`config.mk`:
```
export PLATFORM = sky130hd
export DESIGN_NAME = xt_rate_divider
export DESIGN_NICKNAME = d
export VERILOG_FILES = /design/src/rtl/xtdiv_pkg.sv /design/src/rtl/xtdiv_code_reg.sv /design/src/rtl/xtdiv_xt_counter.sv /design/src/rtl/xtdiv_tick_counter.sv /design/src/rtl/xt_rate_divider.sv
export SDC_FILE = /design/constraint.sdc
export NUM_CORES = 1
export LEC_CHECK = 0
export BUFFER_PORTS_ARGS = -buffer_cell sky130_fd_sc_hd__buf_2
export CAP_MARGIN = 25
export CORE_ASPECT_RATIO = 0.6
export CORE_MARGIN = 5
export CORE_UTILIZATION = 35
export DETAILED_ROUTE_END_ITERATION = 8
export MAX_ROUTING_LAYER = met4
export PLACE_DENSITY = 0.54
export SLEW_MARGIN = 25
export SYNTH_ARGS = -nofsm -noshare
export SYNTH_HDL_FRONTEND = slang
export SYNTH_SLANG_ARGS = --single-unit
```
`constraint.sdc`:
```
create_clock -name clk -period 3.58 [get_ports clk]
set_input_delay 0.895 -clock clk [delete_from_list [all_inputs] [get_ports clk]]
set_output_delay 0.895 -clock clk [all_outputs]
set_load 0.01 [all_outputs]
```
`src/rtl/xtdiv_pkg.sv`:
```
package xtdiv_pkg;

    // Default geometry of the divider
    localparam int unsigned DEF_CODE_W   = 4;
    localparam int unsigned DEF_DATA_W   = 8;
    localparam int unsigned DEF_TICK_DIV = 48;

    // Ratio selected by a code: full scale minus the code
    function automatic int unsigned ratio_of(input int unsigned code,
                                             input int unsigned code_w);
        return (1 << code_w) - code;
    endfunction

endpackage

```
`src/rtl/xtdiv_code_reg.sv`:
```
module xtdiv_code_reg #(
    parameter int unsigned CODE_W = 4,
    parameter int unsigned DATA_W = 8
) (
    input  logic              clk,
    input  logic              rst_n,
    input  logic              wr_en,
    input  logic [DATA_W-1:0] wr_data,
    input  logic              boundary,
    output logic [CODE_W:0]   ratio
);
    localparam int unsigned RATIO_W = CODE_W + 1;
    localparam logic [RATIO_W-1:0] RATIO_FULL = RATIO_W'(1 << CODE_W);

    typedef struct packed {
        logic [CODE_W-1:0] pend;   // last written code
        logic [CODE_W-1:0] live;   // code governing the running period
    } code_state_t;

    code_state_t st_d, st_q;

    always_comb begin
        st_d = st_q;
        if (wr_en) begin
            st_d.pend = wr_data[CODE_W-1:0];
        end
        if (boundary) begin
            st_d.live = st_d.pend;   // a same-cycle write is taken at once
        end
    end

    always_ff @(posedge clk or negedge rst_n) begin
        if (!rst_n) begin
            st_q <= '0;
        end else begin
            st_q <= st_d;
        end
    end

    assign ratio = RATIO_FULL - {1'b0, st_q.live};

endmodule

```
`src/rtl/xtdiv_xt_counter.sv`:
```
module xtdiv_xt_counter #(
    parameter int unsigned CODE_W = 4
) (
    input  logic            clk,
    input  logic            rst_n,
    input  logic [CODE_W:0] ratio,
    output logic            xt_en
);
    localparam int unsigned RATIO_W = CODE_W + 1;

    typedef struct packed {
        logic [CODE_W-1:0] cnt;
    } xt_state_t;

    xt_state_t st_d, st_q;
    logic [RATIO_W-1:0] last_val;

    always_comb begin
        last_val = ratio - RATIO_W'(1);
        xt_en    = ({1'b0, st_q.cnt} == last_val);
        st_d     = st_q;
        if (xt_en) begin
            st_d.cnt = '0;
        end else begin
            st_d.cnt = st_q.cnt + CODE_W'(1);
        end
    end

    always_ff @(posedge clk or negedge rst_n) begin
        if (!rst_n) begin
            st_q <= '0;
        end else begin
            st_q <= st_d;
        end
    end

endmodule

```
`src/rtl/xtdiv_tick_counter.sv`:
```
module xtdiv_tick_counter #(
    parameter int unsigned TICK_DIV = 48
) (
    input  logic clk,
    input  logic rst_n,
    input  logic xt_en,
    output logic tick
);
    generate
        if (TICK_DIV <= 1) begin : g_pass
            assign tick = xt_en;
        end else begin : g_count
            localparam int unsigned CNT_W = $clog2(TICK_DIV);
            localparam logic [CNT_W-1:0] LAST = CNT_W'(TICK_DIV - 1);

            typedef struct packed {
                logic [CNT_W-1:0] cnt;
            } tick_state_t;

            tick_state_t st_d, st_q;

            always_comb begin
                tick = xt_en && (st_q.cnt == LAST);
                st_d = st_q;
                if (xt_en) begin
                    st_d.cnt = tick ? '0 : st_q.cnt + CNT_W'(1);
                end
            end

            always_ff @(posedge clk or negedge rst_n) begin
                if (!rst_n) begin
                    st_q <= '0;
                end else begin
                    st_q <= st_d;
                end
            end
        end
    endgenerate

endmodule

```
`src/rtl/xt_rate_divider.sv`:
```
module xt_rate_divider #(
    parameter int unsigned CODE_W   = xtdiv_pkg::DEF_CODE_W,
    parameter int unsigned DATA_W   = xtdiv_pkg::DEF_DATA_W,
    parameter int unsigned TICK_DIV = xtdiv_pkg::DEF_TICK_DIV
) (
    input  logic              clk,
    input  logic              rst_n,
    input  logic              wr_en,
    input  logic [DATA_W-1:0] wr_data,
    output logic              xt_en,
    output logic              smp_tick
);
    logic [CODE_W:0] ratio;

    xtdiv_code_reg #(.CODE_W(CODE_W), .DATA_W(DATA_W)) i_code (
        .clk      (clk),
        .rst_n    (rst_n),
        .wr_en    (wr_en),
        .wr_data  (wr_data),
        .boundary (xt_en),
        .ratio    (ratio)
    );

    xtdiv_xt_counter #(.CODE_W(CODE_W)) i_xt (
        .clk   (clk),
        .rst_n (rst_n),
        .ratio (ratio),
        .xt_en (xt_en)
    );

    xtdiv_tick_counter #(.TICK_DIV(TICK_DIV)) i_tick (
        .clk   (clk),
        .rst_n (rst_n),
        .xt_en (xt_en),
        .tick  (smp_tick)
    );

endmodule

```
==> impl_results.md, run 1 <==
- Mapped Nets: 77
- Sequential fraction of the synthesis area: 54.55%
- Post-synth ARST share: 100.0%
- Cell taking the most area after synthesis: dfrtp_1
- Setup TNS Final: 0 ns
- Via density: 4.651
- Die area: between 3000 and 4000 um^2
- Area Growth Syn to Fin: 15.61%
- Initial antenna violation count: 0
- Endpoints failing setup: 0
- Routed wire length: 1294 um
- N_diodes: 0
- Starting Density: 37.33%
- Input/output buffers: 8
- Post-CTS setup buffer count: 0
- First-pass GRT wire length: 2366 um
- Multi-input gate area in the final layout: roughly 360 um^2
- CP max FO: 4
- Die W: slightly above 70 um
- Power Dens Cells: 830.8 nW/um^2
- Reg2reg setup slack: approximately 1.8 ns
- Critical path class: flop to primary output
- Layout cell share with drive strength beyond 1: 34.21%
- Row count: 13
- Status: completed
- DR vias: between 400 and 500
- Max clock buf depth: 2
- Crit path arrival time: 1.63 ns
- Worst Setup End Kind: primary output
- Post-synth top area share: 54.55%
- Vias in the first global route: 514
- Warnings from Yosys: 0
- FMAX: 0.3955 GHz
- Compound-Gate Fraction of Synth Area: 4.091%
- Later-pin clock latency in the skew report: 0.25 ns
- Period utilization: between 70% and 80%
- Finished Core Util: 43.16%
- CTS Sinks: 18
- Die height: 47.63 um
- Synth Flop Type: dfrtp_1
- Setup Skew: 0.002795 ns
- Max rail drop VDD: 0.3158 mV
- Final worst path period need: 2.528 ns
- Largest net degree at the start of global routing: 19
- Worst hold path type: flop to flop
- Simple-gate share of the synthesized area: 13.18%
- Synth cell types: 22
- Final Hold Fails: 0
- Number of CTS-inserted buffers: 3
- 1st-pass router iterations: 4
- Top post-synthesis cells by area: dfrtp_1, mux2_2, xnor2_1, ha_1, nor2_1
- Cell Area, Synth: 825.8 um^2
- Largest family of logic cells by synthesized area: multiplexers
- Final RePlAce weighted congestion: 0.7310
- CTS H-tree depth: 1
- Layout net count: 90
- Post_cts resized: 0
- Antenna violation net count after detailed routing: 0
- Post-Synth XOR/XNOR Area: under 10%
- Rel. slew slack: 73.59%
- Layout Cells excl Fill: between 100 and 150
- Register area: 450.4 um^2
- CTS tree: yes
- Crit start category: flop
- Number of remaining DRC errors: 0
- Final WS setup: 1.052 ns
- Leak: between 0.4 and 0.5 nW
- Clk pin slew, worst setup/hold paths: 0.06 ns
- Pins Over Slew Limit: 0
- Most numerous cell in the Yosys netlist: dfrtp_1
- Final Power: slightly below 0.8 mW
- Root Driver: clkbuf_8
- Top Ports: 13
- Worst-Margin Slew: approximately 0.4 ns
- Post-synth EDFFs: 0
- Critical Path RT: ~2.7 ns
- DR iter-0 viols: 14
- Inst Count DP: between 100 and 150
- Hold Buf Count CTS: 0
- Max-cap violations: 0
- Tot GR Track Use: 9.535%
- Yosys reg bits: 18
- RSZ-0062 raised after global routing: no
- Synth top cells by count: dfrtp_1, mux2_2, nor2_1, xnor2_1
- Synthesized area per cell: roughly 13 um^2
- Core Box Area: 2212 um^2
- Post-Syn Instances: 64
- Area share of fa/ha/maj cells after synthesis: 3.030%
- Mux contribution to synthesized area: 15.45%
- Grt ovf: 0
- Avg WL per Cell: ~12 um
- Fillers: 226
- HPWL after detailed placement: between 900 and 1000 um
- Place WS: 1.325 ns
==> critical path, cell delays in order (launching register included) <==
cell and delay [ns]:
dfrtp_1 0.38, ha_1 0.23, nand2_1 0.09, nor3b_1 0.35
and3_1 0.21, buf_2 0.12
==> final timing paths <==
check                                                     end                                from  cells past startpoint
setup / recovery                                     smp_tick  i_tick.g_count.st_q[0]$_DFFE_PN0N_                      5
hold / removal                       i_code.st_q[7]$_DFF_PN0_            i_code.st_q[7]$_DFF_PN0_                      1
setup reg to reg           i_tick.g_count.st_q[4]$_DFFE_PN0N_              i_xt.st_q[0]$_DFF_PN0_                      5
hold reg to reg                      i_code.st_q[7]$_DFF_PN0_            i_code.st_q[7]$_DFF_PN0_                      1
max in group asynchronous          i_code.st_q[0]$_DFFE_PN0N_                               rst_n                      1
min in group asynchronous            i_code.st_q[7]$_DFF_PN0_                               rst_n                      1
==> state kept, by name, summed over array words and instances, names as in the netlist <==
register,cells
i_code.st_q,8
i_tick.g_count.st_q,6
i_xt.st_q,4
==> metrics by stage <==
| stage | hold slack, ns | cell area, um^2 |
|---|---|---|
| after CTS | 0.4981 | 954.7 |
| after global placement | 0.4794 | 899.6 |
| after floorplan | 0.4680 | 825.8 |
| final | 0.4926 | 954.7 |
| after detailed placement | 0.4826 | 899.6 |
| after global routing | 0.5066 | 954.7 |
==> kinds of logic after synthesis <==
kind of cell,count (synthesis)
flops,18
xor+xnor,7
buf+inv,3
fa+ha+maj,2
mux,11
compound gates,5
simple gates,18
==> placed cells by master (no fill, tap or decap) <==
cell type / count
xnor2_1: 6
nor3b_1: 1
buf_4: 1
and2_1: 1
a22o_1: 1
nand2_1: 3
mux2_2: 10
o21ai_1: 1
nand3_1: 3
mux2_4: 1
ha_1: 2
and3_1: 1
nor2b_1: 1
buf_2: 8
nand4_2: 1
a21oi_1: 1
nor4_4: 1
nor2_1: 6
a31oi_1: 1
xor2_1: 1
o2bb2ai_1: 1
inv_1: 2
dfrtp_1: 18
clkbuf_8: 4
==> power breakdown <==
part / switching [mW] / internal [mW]
clock network: 0.0653 / 0.0976
registers: 0.0643 / 0.279
logic: 0.138 / 0.150
total: 0.267 / 0.526
==> final cells by class <==
class / instances / share of cell area, %
Tap cell: 30 / 3.932
Clock buffer: 4 / 5.767
Multi-Input combinational cell: 43 / 37.35
Inverter: 2 / 0.7864
Sequential cell: 18 / 47.18
Timing Repair Buffer: 9 / 4.980
==> layer usage <==
| metal | global-route usage [%] | share of wire, % | vias up | routed length (um) |
|---|---|---|---|---|
| met5 | - | 0 | - | 0 |
| met4 | 4.412 | 1.5 | 0 | 19 |
| met3 | 3.354 | 3.8 | 2 | 49 |
| met2 | 13.98 | 44 | 6 | 571 |
| met1 | 11.92 | 50 | 238 | 652 |
| li1 | - | - | 247 | - |
Power figures use the tool's default switching activity.
==> run 2: changes to the inputs <==
--- a/config.mk
+++ b/config.mk
@@ -12,7 +12,7 @@
 export CORE_UTILIZATION = 35
 export DETAILED_ROUTE_END_ITERATION = 8
 export MAX_ROUTING_LAYER = met4
-export PLACE_DENSITY = 0.54
+export PLACE_DENSITY = 0.56
 export SLEW_MARGIN = 25
 export SYNTH_ARGS = -nofsm -noshare
 export SYNTH_HDL_FRONTEND = slang
==> constraint.sdc (replaced) <==
create_clock -name clk -period 2.18 [get_ports clk]
set_input_delay 0.545 -clock clk [delete_from_list [all_inputs] [get_ports clk]]
set_output_delay 0.545 -clock clk [all_outputs]
set_load 0.01 [all_outputs]
==> impl_results.md, run 2 (same netlist as run 1, synthesis figures left out) <==
- GR peak layer: met2
- Layout cell share with drive strength beyond 1: 35.06%
- Max-cap violations: 0
- Sw power: 0.4441 mW
- Global Route met1 Usage: 11.70%
- Met2 Use GR: 14.70%
- Critical Path RT: 1.63 ns
- Layout net count: 91
- N_diodes: 0
- RSZ-0062 raised after global routing: no
- CTS Sinks: 18
- Combinational cell fraction of total power: 35.9%
- FMAX: 0.4817 GHz
- Power Internal: 0.8654 mW
- DR iter-0 viols: 8
- Via density: 4.495
- 1st-pass router iterations: 2
- Commonest non-fill, non-tap cell in the layout: dfrtp_1
- Row count: 13
- First-pass GRT wire length: 2297 um
- Setup Skew: a little under 0.003 ns
- Top Ports: 13
- Initial antenna violation count: 0
- Multi-input gate area in the final layout: 356.6 um^2
- Area Growth Syn to Fin: 16.52%
- Clk pin slew, worst setup/hold paths: 0.07 ns
- Die height: 47.63 um
- Rel. slew slack: 73.85%
- Core Box Area: ~2200 um^2
- Die W: 72.71 um
- CP max FO: 4
- Root Driver: clkbuf_8
- Post-CTS setup buffer count: 0
- Later-pin clock latency in the skew report: 0.25 ns
- Tot GR Track Use: 9.592%
- Antenna violation net count after detailed routing: 0
- Final Hold Fails: 0
- Power Dens Cells: 1361 nW/um^2
- Switching share of power: 33.91%
- Number of CTS-inserted buffers: 3
- Routed wire length: 1332 um
- Crit start category: flop
- Fillers: approximately 230
- Crit path arrival time: 1.53 ns
- Period utilization: between 90% and 100%
- Sequential share of power: 43.3%
- Setup TNS Final: 0 ns
- Worst Setup SP: i_xt.st_q[0]$_DFF_PN0_
- Critical path class: flop to primary output
- HPWL after detailed placement: 978.2 um
- Final worst path period need: roughly 2.1 ns
- Fin area: 962.2 um^2
- Vias in the first global route: a little over 500
- M3 GR Usage: 3.145%
- Reg2reg setup slack: 0.37 ns
- Leak: about 0.44 nW
- Most flops, register: i_code.st_q
- Number of remaining DRC errors: 0
- Pins Over Slew Limit: 0
- Largest regs: i_code.st_q x8, i_tick.g_count.st_q x6, i_xt.st_q x4
- Hold Buf Count CTS: 0
- Grt ovf: 0
- Worst hold path type: primary input to asynchronous set/reset pin
- CTS tree: yes
- Status: completed
- Worst r2r dst: i_tick.g_count.st_q[4]$_DFFE_PN0N_
- Most frequent cells in the layout: dfrtp_1, mux2_2, buf_2
- Post_cts resized: 0
- Placed inst area: 907.1 um^2
- Max reg flops: 8
- Max clock buf depth: 2
- Max rail drop VDD: 0.6774 mV
- DR vias: roughly 480
- Die area: about 3500 um^2
- CTS H-tree depth: 1
- Worst-Margin Slew: roughly 0.39 ns
- R2R Path Start: i_xt.st_q[0]$_DFF_PN0_
- FF-to-FF path depth: 5
- Worst Setup End Kind: primary output
- Starting Density: 37.33%
- Input/output buffers: 8
- Largest net degree at the start of global routing: 19
- Endpoints failing setup: 0
- Clock power share: 20.8%
- Register area: between 400 and 500 um^2
- Final RePlAce weighted congestion: roughly 0.70
- Avg WL per Cell: 12.45 um
[run 2: cell types whose count changed in the layout (fill, tap and decap cells not counted)]
cell / before / now
buf_4: 1 / 2
[run 2: cell type report]
cell class | instances | share of cell area (%)
clock buffers | 4 | 5.722
multi-input cells | 43 | 37.06
repair buffers | 10 | 5.722
flip-flops and latches | 18 | 46.81
inverters | 2 | 0.7802
well taps | 30 | 3.901
[run 2: layer usage]
metal,wire length [um],up-vias,part of all wire [%]
met4,19,0,1.4
met3,31,2,2.3
met1,721,226,54
li1,-,249,-
met5,0,-,0
met2,560,4,42
[run 2: critical path: stages, from the launching register on]
cell	delay, ns
dfrtp_1	0.43
xnor2_1	0.18
nor4_4	0.36
and3_1	0.19
buf_2	0.12
[run 2: per-stage QoR]
stage          hold WS, ns  instances  power, mW  utilization (%)  worst slack (ns)
4_1_cts             0.2159        107      1.325            43.50           0.09182
3_3_place_gp        0.4774        103      1.036            41.01            0.3623
6_report            0.2055        107      1.310            43.50            0.1039
2_1_floorplan       0.2494         64     0.9510                -            0.1512
3_5_place_dp        0.4842        103      1.053            41.01            0.3810
5_1_grt             0.2408        107      1.404            43.50           0.02297
[run 2: how the worst max path moves through the flow]
stage,depth (start not counted),endpoint
3_3_place_gp,4,smp_tick
2_1_floorplan,4,smp_tick
4_1_cts,4,smp_tick
3_5_place_dp,4,smp_tick
5_1_grt,5,smp_tick
6_report,4,smp_tick
[run 2: power by group through the flow]
stage,Clock [mW],Combinational (mW),Sequential [mW]
6_report,0.272,0.470,0.568
3_3_place_gp,0,0.469,0.567
3_5_place_dp,0,0.478,0.574
5_1_grt,0.291,0.525,0.589
4_1_cts,0.279,0.479,0.567
2_1_floorplan,0,0.404,0.546
